`config.mk`:
```
export PLATFORM = sky130hd
export DESIGN_NAME = wport_arbiter
export DESIGN_NICKNAME = d
export VERILOG_FILES = /design/src/rtl/wpa_pkg.sv /design/src/rtl/wpa_hold_buf.sv /design/src/rtl/wpa_select.sv /design/src/rtl/wpa_release.sv /design/src/rtl/wport_arbiter.sv
export SDC_FILE = /design/constraint.sdc
export NUM_CORES = 1
export LEC_CHECK = 0
export ABC_CLOCK_PERIOD_IN_PS = 5600
export BUFFER_PORTS_ARGS = -buffer_cell sky130_fd_sc_hd__buf_2
export CAP_MARGIN = 0
export CORE_AREA = 2 2 179 181
export CTS_CLUSTER_DIAMETER = 60
export DETAILED_ROUTE_END_ITERATION = 8
export DIE_AREA = 0 0 181 183
export HOLD_SLACK_MARGIN = 0.06
export PLACE_DENSITY_LB_ADDON = 0.12
export SYNTH_ARGS = -nofsm -noshare
export SYNTH_HDL_FRONTEND = slang
export SYNTH_HIERARCHICAL = 1
export SYNTH_SLANG_ARGS = --single-unit
```
`constraint.sdc`:
```
create_clock -name clk -period 5.6 [get_ports clk]
set_input_delay 0.28 -clock clk [delete_from_list [all_inputs] [get_ports clk]]
set_output_delay 0.28 -clock clk [all_outputs]
set_load 0.02 [all_outputs]
```
`src/rtl/wpa_pkg.sv`:
```
package wpa_pkg;
  typedef enum logic [1:0] {
    SRC_NONE = 2'd0,
    SRC_PRI  = 2'd1,
    SRC_HELD = 2'd2,
    SRC_SEC  = 2'd3
  } wpa_src_e;
endpackage

```
`src/rtl/wpa_hold_buf.sv`:
```
module wpa_hold_buf #(
  parameter int AW = 5,
  parameter int DW = 128,
  parameter int MW = 16
) (
  input  logic          clk,
  input  logic          rst,
  input  logic          load,
  input  logic [AW-1:0] in_reg,
  input  logic [DW-1:0] in_data,
  input  logic [MW-1:0] in_mask,
  output logic          held_vld,
  output logic [AW-1:0] held_reg,
  output logic [DW-1:0] held_data,
  output logic [MW-1:0] held_mask
);
  // One entry is enough: the entry always drains on the cycle after it is loaded.
  always_ff @(posedge clk) begin
    if (rst) held_vld <= 1'b0;
    else     held_vld <= load;
  end

  // Payload has no reset, so it maps onto plain register banks.
  always_ff @(posedge clk) begin
    if (load) begin
      held_reg  <= in_reg;
      held_data <= in_data;
      held_mask <= in_mask;
    end
  end
endmodule

```
`src/rtl/wpa_select.sv`:
```
module wpa_select
  import wpa_pkg::*;
(
  input  logic     pri_req,
  input  logic     held_vld,
  input  logic     sec_req,
  output wpa_src_e src,
  output logic     collide
);
  always_comb begin
    if (pri_req)       src = SRC_PRI;
    else if (held_vld) src = SRC_HELD;
    else if (sec_req)  src = SRC_SEC;
    else               src = SRC_NONE;
  end

  assign collide = pri_req & sec_req;
endmodule

```
`src/rtl/wpa_release.sv`:
```
module wpa_release #(
  parameter int SEC_LAG = 2
) (
  input  logic clk,
  input  logic rst,
  input  logic pri_req,
  input  logic sec_req,
  output logic pri_clear,
  output logic sec_clear
);
  logic [SEC_LAG-1:0] sec_pipe;

  always_ff @(posedge clk) begin
    if (rst) pri_clear <= 1'b0;
    else     pri_clear <= pri_req;
  end

  // Fixed lag for the secondary unit, independent of collisions.
  genvar g;
  generate
    for (g = 0; g < SEC_LAG; g++) begin : g_stage
      if (g == 0) begin : g_first
        always_ff @(posedge clk) begin
          if (rst) sec_pipe[g] <= 1'b0;
          else     sec_pipe[g] <= sec_req;
        end
      end else begin : g_next
        always_ff @(posedge clk) begin
          if (rst) sec_pipe[g] <= 1'b0;
          else     sec_pipe[g] <= sec_pipe[g-1];
        end
      end
    end
  endgenerate

  assign sec_clear = sec_pipe[SEC_LAG-1];
endmodule

```
`src/rtl/wport_arbiter.sv`:
```
module wport_arbiter
  import wpa_pkg::*;
#(
  parameter int NUM_REGS = 32,
  parameter int VLEN     = 128,
  parameter int ELEM_W   = 8,
  localparam int AW      = $clog2(NUM_REGS),
  localparam int NELEM   = VLEN / ELEM_W
) (
  input  logic             clk,
  input  logic             rst,
  input  logic             pri_req,
  input  logic [AW-1:0]    pri_reg,
  input  logic [VLEN-1:0]  pri_data,
  input  logic [NELEM-1:0] pri_mask,
  input  logic             sec_req,
  input  logic [AW-1:0]    sec_reg,
  input  logic [VLEN-1:0]  sec_data,
  input  logic [NELEM-1:0] sec_mask,
  output logic             wr_en,
  output logic [AW-1:0]    wr_reg,
  output logic [VLEN-1:0]  wr_data,
  output logic [NELEM-1:0] wr_mask,
  output logic             pri_clear,
  output logic             sec_clear
);
  logic             held_vld;
  logic [AW-1:0]    held_reg;
  logic [VLEN-1:0]  held_data;
  logic [NELEM-1:0] held_mask;
  wpa_src_e         src;
  logic             collide;

  wpa_select u_sel (
    .pri_req  (pri_req),
    .held_vld (held_vld),
    .sec_req  (sec_req),
    .src      (src),
    .collide  (collide)
  );

  wpa_hold_buf #(.AW(AW), .DW(VLEN), .MW(NELEM)) u_hold (
    .clk       (clk),
    .rst       (rst),
    .load      (collide),
    .in_reg    (sec_reg),
    .in_data   (sec_data),
    .in_mask   (sec_mask),
    .held_vld  (held_vld),
    .held_reg  (held_reg),
    .held_data (held_data),
    .held_mask (held_mask)
  );

  wpa_release #(.SEC_LAG(2)) u_rel (
    .clk       (clk),
    .rst       (rst),
    .pri_req   (pri_req),
    .sec_req   (sec_req),
    .pri_clear (pri_clear),
    .sec_clear (sec_clear)
  );

  // Registered port outputs.
  always_ff @(posedge clk) begin
    if (rst) begin
      wr_en   <= 1'b0;
      wr_mask <= '0;
    end else begin
      wr_en <= (src != SRC_NONE);
      unique case (src)
        SRC_PRI:  wr_mask <= pri_mask;
        SRC_HELD: wr_mask <= held_mask;
        SRC_SEC:  wr_mask <= sec_mask;
        default:  wr_mask <= '0;
      endcase
    end
  end

  always_ff @(posedge clk) begin
    unique case (src)
      SRC_PRI:  begin wr_reg <= pri_reg;  wr_data <= pri_data;  end
      SRC_HELD: begin wr_reg <= held_reg; wr_data <= held_data; end
      SRC_SEC:  begin wr_reg <= sec_reg;  wr_data <= sec_data;  end
      default:  begin wr_reg <= wr_reg;   wr_data <= wr_data;   end
    endcase
  end
endmodule

```
==> out/qor.csv <==
stage;metric;value;unit
setup_path;Worst setup EP type;register;
yosys;dominant cell type by area after synthesis;sky130_fd_sc_hd__edfxtp_1;
global_routing;first-pass GRT wire length;50300;um
setup_path;arrival time of the worst setup path;3.40;ns
sta;maximum clock frequency;327;MHz
yosys;Yosys warning total;6;
layout;layout overhead on the synthesized area;40.6;%
clock_tree;post-cts repair resize count;0;
clock_tree;Clk pin slew, worst setup/hold paths;0.06;ns
clock_tree;TritonCTS clock tree;yes;
route;antenna-violating nets left;0;
clock_tree;total number of H-tree levels;2;
die;number of placement rows;65;
sta;unrepaired setup endpoints after global routing;false;
yosys;number of unique standard cell types used by synthesis;18;
clock_tree;source-to-sink clock delay at the later pin of the worst-skew pair;0.50;ns
pwr;Power, Total;5.73;mW
setup_path;worst setup slack for register-to-register paths;2.69;ns
place;dpl hpwl;21600;um
yosys;cell area after synthesis;12300;um2
route;violation count after the first detailed-route iteration;474;
layout;final design utilization;0.555;
pwr;leakage;7.56;nW
route;DR vias;8869;
yosys;area share of the leading cell type in the synthesized netlist;0.687;
place;RePlAce Congestion;0.796;
yosys;register bit total from synthesis;303;
sta;Setup TNS Final;0;ns
die;x dimension of the die;181;um
pwr;Cell Pwr Density;331;nW/um2
clock_tree;postcts setup bufs;0;
yosys;cells after synthesis;815;
setup_path;Worst Path Class, Setup;in2reg;
sta;Max transition margin;0.205;
yosys;average size of a mapped cell;15.1;um2
route;post-detailed-routing wire length;33300;um
setup_path;nature of the critical path startpoint;input pin;
yosys;fraction of the yosys area taken by sequential cells;0.721;
layout;highest-count cells in the layout ignoring fill and taps;453 x sky130_fd_sc_hd__buf_2, 282 x sky130_fd_sc_hd__edfxtp_1, 150 x sky130_fd_sc_hd__dlygate4sd3_1, 149 x sky130_fd_sc_hd__mux2i_1, 149 x sky130_fd_sc_hd__a21oi_1;
clock_tree;Sinks on Clock Net;303;
layout;proportion of layout cells with a drive suffix above 1;0.358;
sta;number of setup violations in the final report;0;
clock_tree;cell at the root of the clock tree;sky130_fd_sc_hd__clkbuf_16;
flow_run;max_cap viols;0;
die;Vert. Die Dim;183;um
setup_path;required time reported for the critical path endpoint;5.94;ns
route;DR pass1 iterations;4;
clock_tree;buffers from clock root to sink, at most;3;
die;Initial Util;0.395;
route;final routed DRC violation total;0;
sta;worst-case clock skew;0.00803;ns
hold_path;path class of the lowest-slack min-delay path;in2reg;
route;post-detailed-route via-to-cell ratio;4.82;
layout;Finished Cell Area;17300;um2
outcome;run status;finished, final reports clean;
yosys;top cells by area in the synthesized netlist;sky130_fd_sc_hd__edfxtp_1 69%, sky130_fd_sc_hd__mux2i_1 12%, sky130_fd_sc_hd__a21oi_1 6.1%;
global_routing;maximum number of pins on one net before global-route repair;138;
pwr;maximum resistive drop on vdd;0.264;mV
sta;Hold Vio Cnt, Final;0;
yosys;synthesized net count;1117;
place;Port Buf Inserts;453;
layout;biggest regs;u_hold/held_data: 128 flops, wr_data: 128 flops;
setup_path;Crit Path Max Fanout;114;
route;routed length per placed instance;18.1;um
global_routing;total congestion overflow after global routing;0;
clock_tree;CTS buffer count;35;
global_routing;overall track demand over capacity in global routing;0.193;
hold_path;beginning of the worst hold path;pri_data[10];
sta;final clock period utilization by the worst path;0.546;
global_routing;initial antenna violation count;10;
setup_path;startpoint of the worst-slack reg-to-reg timing path;u_hold/held_vld$_SDFF_PP0_;
layout;total number of nets in the final design;1711;
sta;Worst Tran Pin Value;1.19;ns
die;full die area;33100;um2
die;Core Region;31200;um2
sta;max-slew violations;0;
layout;most frequent standard cell in the layout excluding fill and tap cells;sky130_fd_sc_hd__buf_2;
clock_tree;Post-CTS Hold Buffers;150;
place;Placement Cell Area;14700;um2
sta;min cycle time layout;3.05;ns
global_routing;via count of the first global-routing pass;9104;
die;count of pins on the block boundary;454;
setup_path;start point of the critical path;sec_req;
-- where the power goes --
part	leakage (nW)	switching (mW)	internal, mW
combinational	4.12	0.467	0.330
clock	0.524	0.868	1.32
sequential	2.91	0.0484	2.70
-- worst paths after layout --
path                                                    to  cells past startpoint
worst max-delay path                 wr_data[81]$_DFFE_PP_                      8
worst min-delay path                 wr_data[10]$_DFFE_PP_                      3
worst min register to register  u_rel/sec_clear$_SDFF_PP0_                      1
worst max register to register       wr_data[81]$_DFFE_PP_                      6
-- area by class of cell --
class | count | area, um2
clock inverter | 9 | 91.3
tap | 402 | 503
multi-input combinational | 457 | 2960
fill | 2690 | 13900
clock buffer | 50 | 995
inverter | 1 | 3.75
sequential | 303 | 8890
timing repair buffer | 611 | 3850
antenna | 8 | 20.0
-- routing by layer --
layer / up-vias / part of all wire / GRT usage
met5: - / 0.00096 / 0
met4: 6 / 0.033 / 0.0722
met3: 77 / 0.073 / 0.0534
met2: 336 / 0.49 / 0.335
met1: 4188 / 0.40 / 0.231
li1: 4262 / - / -
-- cells by family (layout without fill, tap and decap cells) --
logic type      Yosys count  after routing  share of synthesized area
mux                     149            149                      0.121
other cells               0              8                          0
simple gates            142            142                     0.0453
compound gates          166            166                     0.0725
buf+inv                  55            671                     0.0397
flops                   303            303                      0.721
-- worst max-delay path, stage by stage --
cell and delay, ns:
sky130_fd_sc_hd__dlygate4sd3_1 0.52, sky130_fd_sc_hd__buf_2 0.15, sky130_fd_sc_hd__nor2_1 0.08, sky130_fd_sc_hd__nor2_4 0.08
sky130_fd_sc_hd__buf_4 0.77, sky130_fd_sc_hd__buf_4 1.00, sky130_fd_sc_hd__nor2_1 0.20, sky130_fd_sc_hd__a21oi_1 0.17
-- cell usage after synthesis, drive strengths merged --
master,n
edfxtp,282
a21oi,149
mux2i,149
nor2,135
buf,53
dfxtp,21
a211oi,16
nor2b,5
a21o,1
and2,1
clkbuf,1
inv,1
or2,1
-- metrics by stage --
| step | hold slack (ns) | cells | setup slack [ns] |
|---|---|---|---|
| 2_1_floorplan | 0.344 | 815 | 1.22 |
| 3_3_place_gp | 0.450 | 1624 | 2.64 |
| 3_5_place_dp | 0.433 | 1624 | 2.61 |
| 4_1_cts | 0.0696 | 1833 | 2.61 |
| 5_1_grt | 0.0765 | 1839 | 2.39 |
| 6_report | 0.105 | 1841 | 2.55 |
No activity file was read; power rests on OpenSTA's default activity.
